**src/rtl/aq_pkg.sv**
```systemverilog
package aq_pkg;

   localparam int unsigned KIND_W    = 2;
   localparam int unsigned NUM_KINDS = 1 << KIND_W;

   typedef enum logic [KIND_W-1:0] {
      KIND_POSTED    = 2'd0,
      KIND_NONPOSTED = 2'd1,
      KIND_CPL       = 2'd2,
      KIND_INSERTED  = 2'd3
   } pkt_kind_e;

endpackage

```
**src/rtl/aq_sec_timer.sv**
```systemverilog
module aq_sec_timer #(
   parameter int unsigned TS_W = 8
) (
   input  logic            clk_i,
   input  logic            rst_ni,
   input  logic            tick_i,
   output logic [TS_W-1:0] now_o
);

   logic [TS_W-1:0] count_q;

   always_ff @(posedge clk_i) begin
      if (!rst_ni)
         count_q <= '0;
      else if (tick_i)
         count_q <= count_q + 1'b1;
   end

   assign now_o = count_q;


   tick_step_chk: assert property (@(posedge clk_i) disable iff (!rst_ni)
      tick_i |=> (now_o == $past(now_o) + 1'b1));


   no_tick_hold_chk: assert property (@(posedge clk_i) disable iff (!rst_ni)
      !tick_i |=> $stable(now_o));

endmodule

```
**src/rtl/aq_tag_fifo.sv**
```systemverilog
module aq_tag_fifo #(
   parameter int unsigned ENT_W = 10,
   parameter int unsigned DEPTH = 8
) (
   input  logic             clk_i,
   input  logic             rst_ni,
   input  logic             push_i,
   input  logic [ENT_W-1:0] push_data_i,
   input  logic             pop_i,
   output logic [ENT_W-1:0] head_o,
   output logic             empty_o,
   output logic             full_o
);

   localparam int unsigned PTR_W = (DEPTH > 1) ? $clog2(DEPTH) : 1;
   localparam int unsigned CNT_W = PTR_W + 1;

   logic [ENT_W-1:0] slot_q [DEPTH];
   logic [PTR_W-1:0] wr_ptr_q, rd_ptr_q;
   logic [CNT_W-1:0] count_q;

   for (genvar i = 0; i < DEPTH; i++) begin : g_slot
      always_ff @(posedge clk_i) begin
         if (!rst_ni)
            slot_q[i] <= '0;
         else if (push_i && (wr_ptr_q == PTR_W'(i)))
            slot_q[i] <= push_data_i;
      end
   end

   always_ff @(posedge clk_i) begin
      if (!rst_ni) begin
         wr_ptr_q <= '0;
         rd_ptr_q <= '0;
         count_q  <= '0;
      end else begin
         if (push_i) wr_ptr_q <= wr_ptr_q + 1'b1;
         if (pop_i)  rd_ptr_q <= rd_ptr_q + 1'b1;
         case ({push_i, pop_i})
            2'b10:   count_q <= count_q + 1'b1;
            2'b01:   count_q <= count_q - 1'b1;
            default: count_q <= count_q;
         endcase
      end
   end

   assign head_o  = slot_q[rd_ptr_q];
   assign empty_o = (count_q == '0);
   assign full_o  = (count_q == CNT_W'(DEPTH));


   no_overflow_chk: assert property (@(posedge clk_i) disable iff (!rst_ni)
      push_i |-> !full_o);


   no_underflow_chk: assert property (@(posedge clk_i) disable iff (!rst_ni)
      pop_i |-> !empty_o);

endmodule

```
**src/rtl/aq_age_judge.sv**
```systemverilog
module aq_age_judge
   import aq_pkg::*;
#(
   parameter int unsigned TS_W  = 8,
   parameter int unsigned LIMIT = 64
) (
   input  logic              head_present_i,
   input  logic [KIND_W-1:0] head_kind_i,
   input  logic [TS_W-1:0]   head_stamp_i,
   input  logic [TS_W-1:0]   now_i,
   output logic              drop_o,
   output logic [NUM_KINDS-1:0] drop_vec_o
);

   localparam logic [TS_W-1:0] LIMIT_V = TS_W'(LIMIT);

   logic [TS_W-1:0] age;

   always_comb begin
      age    = now_i - head_stamp_i;
      drop_o = head_present_i && (age > LIMIT_V);
   end

   for (genvar k = 0; k < NUM_KINDS; k++) begin : g_kind
      assign drop_vec_o[k] = drop_o && (head_kind_i == KIND_W'(k));
   end


   one_kind_chk: assert final ($onehot0(drop_vec_o));

endmodule

```
**src/rtl/aq_status_reg.sv**
```systemverilog
module aq_status_reg #(
   parameter int unsigned NBITS = 4
) (
   input  logic             clk_i,
   input  logic             rst_ni,
   input  logic [NBITS-1:0] set_i,
   input  logic             wr_i,
   input  logic [NBITS-1:0] wdata_i,
   output logic [NBITS-1:0] sts_o
);

   logic [NBITS-1:0] sts_q;

   for (genvar b = 0; b < NBITS; b++) begin : g_bit
      always_ff @(posedge clk_i) begin
         if (!rst_ni)
            sts_q[b] <= 1'b0;
         else if (set_i[b])
            sts_q[b] <= 1'b1;
         else if (wr_i && wdata_i[b])
            sts_q[b] <= 1'b0;
      end


      set_wins_chk: assert property (@(posedge clk_i) disable iff (!rst_ni)
         set_i[b] |=> sts_o[b]);


      w1c_clear_chk: assert property (@(posedge clk_i) disable iff (!rst_ni)
         (!set_i[b] && wr_i && wdata_i[b]) |=> !sts_o[b]);


      zero_write_keep_chk: assert property (@(posedge clk_i) disable iff (!rst_ni)
         (!set_i[b] && !(wr_i && wdata_i[b])) |=> (sts_o[b] == $past(sts_o[b])));
   end

   assign sts_o = sts_q;

endmodule

```
**src/rtl/aq_head_timeout.sv**
```systemverilog
module aq_head_timeout
   import aq_pkg::*;
#(
   parameter int unsigned DEPTH = 8,
   parameter int unsigned TS_W  = 8,
   parameter int unsigned LIMIT = 64
) (
   input  logic       clk_i,
   input  logic       rst_ni,
   input  logic       tick_i,
   input  logic       enq_valid_i,
   output logic       enq_ready_o,
   input  logic [1:0] enq_kind_i,
   output logic       deq_valid_o,
   input  logic       deq_ready_i,
   output logic [1:0] deq_kind_o,
   input  logic       sts_wr_i,
   input  logic [3:0] sts_wdata_i,
   output logic [3:0] sts_o
);

   localparam int unsigned ENT_W = KIND_W + TS_W;

   if (DEPTH < 2 || (DEPTH & (DEPTH - 1)) != 0) begin : g_bad_depth
      $error("aq_head_timeout: DEPTH must be a power of two >= 2");
   end
   if (TS_W > 30 || (1 << TS_W) <= 2 * LIMIT) begin : g_bad_ts
      $error("aq_head_timeout: TS_W too narrow for LIMIT");
   end

   logic [TS_W-1:0]      now;
   logic [ENT_W-1:0]     head;
   logic                 empty, full;
   logic                 push, pop, drop;
   logic [NUM_KINDS-1:0] drop_vec;
   logic [KIND_W-1:0]    head_kind;
   logic [TS_W-1:0]      head_stamp;

   aq_sec_timer #(.TS_W(TS_W)) timer_i (
      .clk_i  (clk_i),
      .rst_ni (rst_ni),
      .tick_i (tick_i),
      .now_o  (now)
   );

   assign enq_ready_o = !full;
   assign push        = enq_valid_i && enq_ready_o;
   assign pop         = drop || (deq_valid_o && deq_ready_i);

   aq_tag_fifo #(.ENT_W(ENT_W), .DEPTH(DEPTH)) fifo_i (
      .clk_i       (clk_i),
      .rst_ni      (rst_ni),
      .push_i      (push),
      .push_data_i ({enq_kind_i, now}),
      .pop_i       (pop),
      .head_o      (head),
      .empty_o     (empty),
      .full_o      (full)
   );

   assign head_kind  = head[ENT_W-1 -: KIND_W];
   assign head_stamp = head[TS_W-1:0];

   aq_age_judge #(.TS_W(TS_W), .LIMIT(LIMIT)) judge_i (
      .head_present_i (!empty),
      .head_kind_i    (head_kind),
      .head_stamp_i   (head_stamp),
      .now_i          (now),
      .drop_o         (drop),
      .drop_vec_o     (drop_vec)
   );

   assign deq_valid_o = !empty && !drop;
   assign deq_kind_o  = head_kind;

   aq_status_reg #(.NBITS(NUM_KINDS)) status_i (
      .clk_i   (clk_i),
      .rst_ni  (rst_ni),
      .set_i   (drop_vec),
      .wr_i    (sts_wr_i),
      .wdata_i (sts_wdata_i),
      .sts_o   (sts_o)
   );


   drop_hides_valid_chk: assert property (@(posedge clk_i) disable iff (!rst_ni)
      drop |-> !deq_valid_o);


   stall_hold_chk: assert property (@(posedge clk_i) disable iff (!rst_ni)
      (deq_valid_o && !deq_ready_i) |=> ((deq_valid_o && $stable(deq_kind_o)) || drop));


   full_blocks_chk: assert property (@(posedge clk_i) disable iff (!rst_ni)
      full |-> !enq_ready_o);

endmodule

```
**config.mk**
```make
export PLATFORM = sky130hd
export DESIGN_NAME = aq_head_timeout
export DESIGN_NICKNAME = d
export VERILOG_FILES = /design/src/rtl/aq_pkg.sv /design/src/rtl/aq_sec_timer.sv /design/src/rtl/aq_tag_fifo.sv /design/src/rtl/aq_age_judge.sv /design/src/rtl/aq_status_reg.sv /design/src/rtl/aq_head_timeout.sv
export SDC_FILE = /design/constraint.sdc
export NUM_CORES = 1
export LEC_CHECK = 0
export BUFFER_PORTS_ARGS = -buffer_cell sky130_fd_sc_hd__clkbuf_2
export CORE_UTILIZATION = 30
export CTS_BUF_LIST = sky130_fd_sc_hd__clkbuf_8
export DETAILED_ROUTE_END_ITERATION = 10
export PLACE_DENSITY = 0.51
export SYNTH_ARGS = -nofsm -noshare
export SYNTH_HDL_FRONTEND = slang
export SYNTH_SLANG_ARGS = --single-unit
export TNS_END_PERCENT = 100
```
**constraint.sdc**
```tcl
create_clock -name clk_i -period 5.8 [get_ports clk_i]
set_input_delay 0.87 -clock clk_i [delete_from_list [all_inputs] [get_ports clk_i]]
set_output_delay 0.87 -clock clk_i [all_outputs]
set_load 0.05 [all_outputs]
```
==> impl_metrics.tcl, run 1 <==
set metrics [dict create \
    start_kind "register" \
    cts_tree "yes" \
    synthSimpleGateAreaFrac_pct 16.9 \
    synth_compound_area_share_pct 5.27 \
    tightest_slew_ps 1030 \
    synth-edff-count 80 \
    die-area_um2 17800 \
    yosysUniqueCellTypes 46 \
    crit_family "compound AO/OA/AOI/OAI gates" \
    antenna_found_initial 0 \
    worstHoldStart "status_i.sts_o[3]" \
    synth_area_leader_cell "edfxtp_1" \
    max_freq_ghz 0.200 \
    cp-end-kind "output port" \
    final_common_cell "edfxtp_1" \
    grt_usage_pct 14.1 \
    min_period_ps 4990 \
    rrSetupSlack_ps 810 \
    die_x_um 133 \
    cellPowerDensity_nw_per_um2 396 \
    worstHoldEndpoint "status_i.sts_o[3]" \
    drive_above_1_share_pct 13.7 \
    design_area_um2 5640 \
    ys_seq_area_share_pct 56.1 \
    ctsHoldBuffers 0 \
    hold_ws_ps 463 \
    comb_power_share_pct 37.8 \
    p_leak_nw 2.12 \
    ctsResizeCount 0 \
    clk_latency_ps 380 \
    synthMuxAreaShare_pct 11.4 \
    crit_chain "buf_4 -> mux4_1 -> mux2i_1 -> ha_1 -> a21oi_1 -> nand2_2 -> or3_1 -> a2111o_1 -> a211o_2 -> nor2_1 -> clkbuf_2" \
    status "complete, no violations" \
    dp_cells 620 \
    numCtsBuffers 9 \
    fin_crit_sh_pct 86.1 \
    gp_congestion 0.761 \
    p_seq_share_pct 42.4 \
    area_growth_syn_to_layout_pct 9.01 \
    fin_nets 443 \
    routed_wl_mm 11.8 \
    synth.avg_cell_area_um2 12.9 \
    antenna_cells 0 \
    rsz0062_at_grt "false" \
    final-instance-count-excl-fill 635 \
    pwr-share-clk_pct 19.8 \
    seqCellArea_um2 2900 \
    final_cell_mix "edfxtp_1, and2_1, dfxtp_1, nand2_1, nor2_1" \
    ys_ff_latch 105 \
    cp_slowest_cell "mux4_1" \
    clkSinkCount 105 \
    syn_nets 433 \
    first_iter_violations 232 \
    syn_inst 401 \
    num_rows 47 \
    die_h_um 133 \
    wire_per_inst_um 18.6 \
    relSlewSlack_pct 31.5 \
    hold_path.class "reg -> reg" \
    async_flop_share_pct 0 \
    clk_pin_slew_worst_paths_ps 100 \
    cap_violations 0 \
    yosysWarnings 0 \
    power.internal_mw 1.43 \
    synthAdderAreaFrac_pct 5.12 \
    maxSlewViolCount 0 \
    crit_cells 11 \
    drc 0 \
    n_fill_cell 1707 \
    tns_ps 0 \
    place_area_um2 5470 \
    multi_input_area_um2 2130 \
    yosys_most_used_dff "edfxtp_1" \
    netlist.area_leader.share_pct 46.4 \
    cp.arrival_ps 4120 \
    fin_skew_ps 8.37 \
    grt-ovfl-total 0 \
    dp_hpwl_mm 7.87 \
    grt_pass1_wl_mm 18.1 \
    crit_fanout 20 \
    clock_path_buffers 2 \
    grt_max_degree 31 \
    setup_viol 0 \
    via_count 3033 \
    critical_path_buf_inv_count 2 \
    antenna_left 0 \
    htree_levels 3 \
    crit_path_max_incr_delay_ps 610 \
    coreArea_um2 16700 \
    start_util_pct 31.0 \
    first_pass_iters 4 \
    r2r_cells 17 \
    crit_required_ps 4930 \
    rr_endpoint "fifo_i.count_q[3]" \
    p_sw_mw 0.800 \
    irDropWorstVdd_mv 0.173 \
    yosys.area_share.xor_xnor_pct 2.37 \
    p_total_mw 2.23 \
    worstSetupPathType "reg -> out" \
    cts_root_buffer "clkbuf_8" \
    viasPerCell 4.78 \
    io_pins 20 \
    hold_depth 2 \
    grt_pass1_vias 3039 \
    cts_setup_buffers 0 \
    synth_top_family_by_area "simple AND/OR/NAND/NOR gates" \
    hold_violations 0 \
    port_buffers 19 \
    yosys-top-cells-area "edfxtp_1, dfxtp_1, and2_1" \
    synthesis.area_um2 5180 \
    swShare_pct 35.8 \
]
-- flip-flops by register name (all words and copies together), names as in the netlist, named ones only --
| name | cells |
|---|---|
| fifo_i.count_q | 4 |
| fifo_i.wr_ptr_q | 3 |
| fifo_i.rd_ptr_q | 3 |
| fifo_i.slot_q | 80 |
| timer_i.now_o | 8 |
| status_i.sts_o | 4 |
-- logic make-up after synthesis --
family | after synthesis
flip-flops | 105
adder cells (fa/ha/maj) | 20
multiplexers | 31
buffers and inverters | 34
XOR/XNOR | 14
AO/OA/AOI/OAI | 41
AND/OR/NAND/NOR | 156
-- final cells by class --
type / instances / share of cell area (%)
repair buffers: 23 / 2.22
multi-input cells: 262 / 37.7
inverters: 10 / 0.665
clock inverters: 6 / 0.931
well taps: 220 / 4.88
clock buffers: 9 / 2.19
flip-flops and latches: 105 / 51.4
-- cells in the mapped netlist, types with 5 or more instances --
master / number
ha_1: 18
or3_1: 6
inv_1: 9
mux4_1: 7
and3_1: 7
a21oi_1: 19
edfxtp_1: 80
and2_1: 79
dfxtp_1: 25
clkbuf_1: 18
xnor2_1: 5
mux4_2: 13
xor2_1: 9
mux2i_1: 8
nand2_1: 24
nor2_1: 22
o21ai_0: 6
-- power by group through the flow --
stage / registers (mW) / logic, mW / clock network, mW
6_report: 0.947 / 0.844 / 0.443
3_3_place_gp: 0.962 / 0.832 / 0
2_1_floorplan: 0.965 / 0.636 / 0
4_1_cts: 0.948 / 0.853 / 0.455
5_1_grt: 0.957 / 0.932 / 0.482
3_5_place_dp: 0.965 / 0.850 / 0
-- tightest hold or removal path: cells and delay by family (launching register included) --
kind / cells / cell delay, ps
AOI/OAI and AO/OA: 1 / 50
DFF: 1 / 320
and+or+nand+nor: 1 / 50
-- layer usage --
layer	track usage [%]	up-vias	wire length, um
met5	0	-	0
met4	6.06	0	212
met3	1.71	12	292
met2	23.6	40	5870
met1	18.5	1521	5450
li1	-	1460	-
-- worst max path at each step --
stage / slack [ps] / endpoint / start
2_1_floorplan: 720 / deq_valid_o / register
3_3_place_gp: 940 / fifo_i.count_q[3] / register
3_5_place_dp: 810 / fifo_i.count_q[3] / register
4_1_cts: 770 / deq_valid_o / register
5_1_grt: 510 / fifo_i.count_q[3] / register
6_report: 810 / deq_valid_o / register
-- through the flow --
step	util (%)	setup WS [ps]
detailed placement	32.7	806
floorplan	-	717
CTS	33.8	772
global route	33.8	509
global placement	32.7	936
finish	33.8	806
Power figures use the tool's default switching activity.
==> run 2, diff against run 1 <==
Settings changed: PLACE_DENSITY 0.51 to 0.52.
Clock period 5.8 ns to 4.5 ns, I/O delays scaled along.
==> run 2 against run 1 <==
The run now ends with setup timing left. Clock power grew 36%. Register-to-register slack lost 780 ps. Non-clock buffer count grew 17. Largest power group is now combinational cells. First-iteration DRC count shrank 29%. Largest cell class unchanged.
==> impl_metrics.tcl, run 2 (synthesis gave the netlist of run 1 again) <==
set metrics [dict create \
    n_fill_cell 1643 \
    min_period_ps 4520 \
    grt_usage_pct 14.3 \
    drive_above_1_share_pct 20.3 \
    first_iter_violations 165 \
    cp.arrival_ps 3840 \
    crit_family "compound AO/OA/AOI/OAI gates" \
    hold_path.class "reg -> reg" \
    fin_skew_ps 8.11 \
    crit_required_ps 3830 \
    setup_viol 1 \
    port_buffers 19 \
    antenna_found_initial 0 \
    final_common_cell "edfxtp_1" \
    crit_chain "buf_12 -> mux4_2 -> mux2i_2 -> ha_1 -> nor2b_4 -> o2111a_1 -> or3_1 -> a2111o_1 -> buf_4 -> a211o_4 -> nor2_4 -> buf_8" \
    relSlewSlack_pct 37.3 \
    die_x_um 133 \
    tns_ps -16.8 \
    numCtsBuffers 9 \
    p_leak_nw 2.23 \
    final_cell_mix "edfxtp_1, and2_1, nand2_1, dfxtp_1, nor2_1" \
    clkSinkCount 105 \
    grt_pass1_vias 3211 \
    coreArea_um2 16700 \
    start_util_pct 31.0 \
    fin_crit_sh_pct 100 \
    violations "setup timing" \
    cp_slowest_cell "mux4_2" \
    wire_per_inst_um 18.2 \
    fin_nets 460 \
    largest_reg_flops 80 \
    start_kind "register" \
    htree_levels 3 \
    irDropWorstVdd_mv 0.395 \
    critical_path_buf_inv_count 3 \
    gp_congestion 0.721 \
    crit_fanout 6 \
    grt_max_degree 31 \
    clk_pin_slew_worst_paths_ps 100 \
    rsz0062_at_grt "true" \
    dp_hpwl_mm 8.02 \
    first_pass_iters 5 \
    seqCellArea_um2 2910 \
    grt_pass1_wl_mm 18.3 \
    maxSlewViolCount 0 \
    cts_root_buffer "clkbuf_8" \
    tightest_slew_ps 940 \
    cellPowerDensity_nw_per_um2 523 \
    multi_input_area_um2 2180 \
    via_count 3065 \
    grt-ovfl-total 0 \
    cts_tree "yes" \
    area_growth_syn_to_layout_pct 13.9 \
    largest_register "fifo_i.slot_q" \
    cp-end-kind "output port" \
    viasPerCell 4.69 \
    drc 0 \
    die_h_um 133 \
    hold_ws_ps 470 \
    timing.final.ws_setup_ps -16.8 \
    cap_violations 0 \
    worstHoldStart "status_i.sts_o[2]" \
    max_freq_ghz 0.221 \
    io_pins 20 \
    status "complete, but fails checks" \
    hold_violations 0 \
    post-place-ws_ps -47.9 \
    clk_latency_ps 390 \
    worstSetupPathType "reg -> out" \
    die-area_um2 17800 \
    routed_wl_mm 11.9 \
    crit_path_max_incr_delay_ps 510 \
    num_rows 47 \
    clock_path_buffers 2 \
    antenna_left 0 \
    post-route-util_pct 35.3 \
]
[run 2: worst min-delay path, cell delays in order (launching register included)]
cell	delay, ps
dfxtp_1	320
nand2_1	60
a21oi_1	60
[run 2: worst paths after layout]
check | end | cells after the start | slack [ps]
max | deq_valid_o | 12 | -20
min | status_i.sts_o[2] | 2 | 470
max reg2reg | fifo_i.count_q[3] | 17 | 30
min reg2reg | status_i.sts_o[2] | 2 | 470
[run 2: what timing repair did]
| action | CTS | global route |
|---|---|---|
| buffers inserted | 0 | 4 |
| hold buffers | 0 | 0 |
| pin swaps | 1 | 1 |
| resized for setup | 2 | 8 |
| hold endpoints to repair | 0 | 0 |
| gates cloned | 0 | 0 |
| setup endpoints to repair | 2 | 3 |
[run 2: through the flow]
| step | total power [mW] | instance area [um^2] | instances |
|---|---|---|---|
| 3_5_place_dp | 2.44 | 5620 | 633 |
| 2_1_floorplan | 2.12 | 5230 | 401 |
| 4_1_cts | 3.04 | 5820 | 649 |
| 3_3_place_gp | 2.41 | 5620 | 633 |
| 5_1_grt | 3.25 | 5890 | 653 |
| 6_report | 3.09 | 5900 | 654 |
[run 2: area by class of cell]
class / instances / area share [%]
multi-input cells: 262 / 37.0
inverters: 10 / 0.637
flip-flops and latches: 105 / 49.3
diodes: 1 / 0.0424
well taps: 220 / 4.67
repair buffers: 40 / 5.09
clock buffers: 9 / 2.10
clock inverters: 7 / 1.17
[run 2: power breakdown]
part,internal [mW],total [mW],switching [mW]
Clock,0.256,0.602,0.346
Sequential,1.15,1.21,0.0621
Combinational,0.590,1.27,0.684
Total,1.99,3.08,1.09
[run 2: layer usage]
metal | vias up | track usage [%] | share of wire (%)
met5 | - | 0 | 0
met2 | 38 | 23.9 | 49
li1 | 1496 | - | -
met4 | 0 | 6.94 | 2.7
met3 | 19 | 1.90 | 2.5
met1 | 1512 | 18.2 | 45
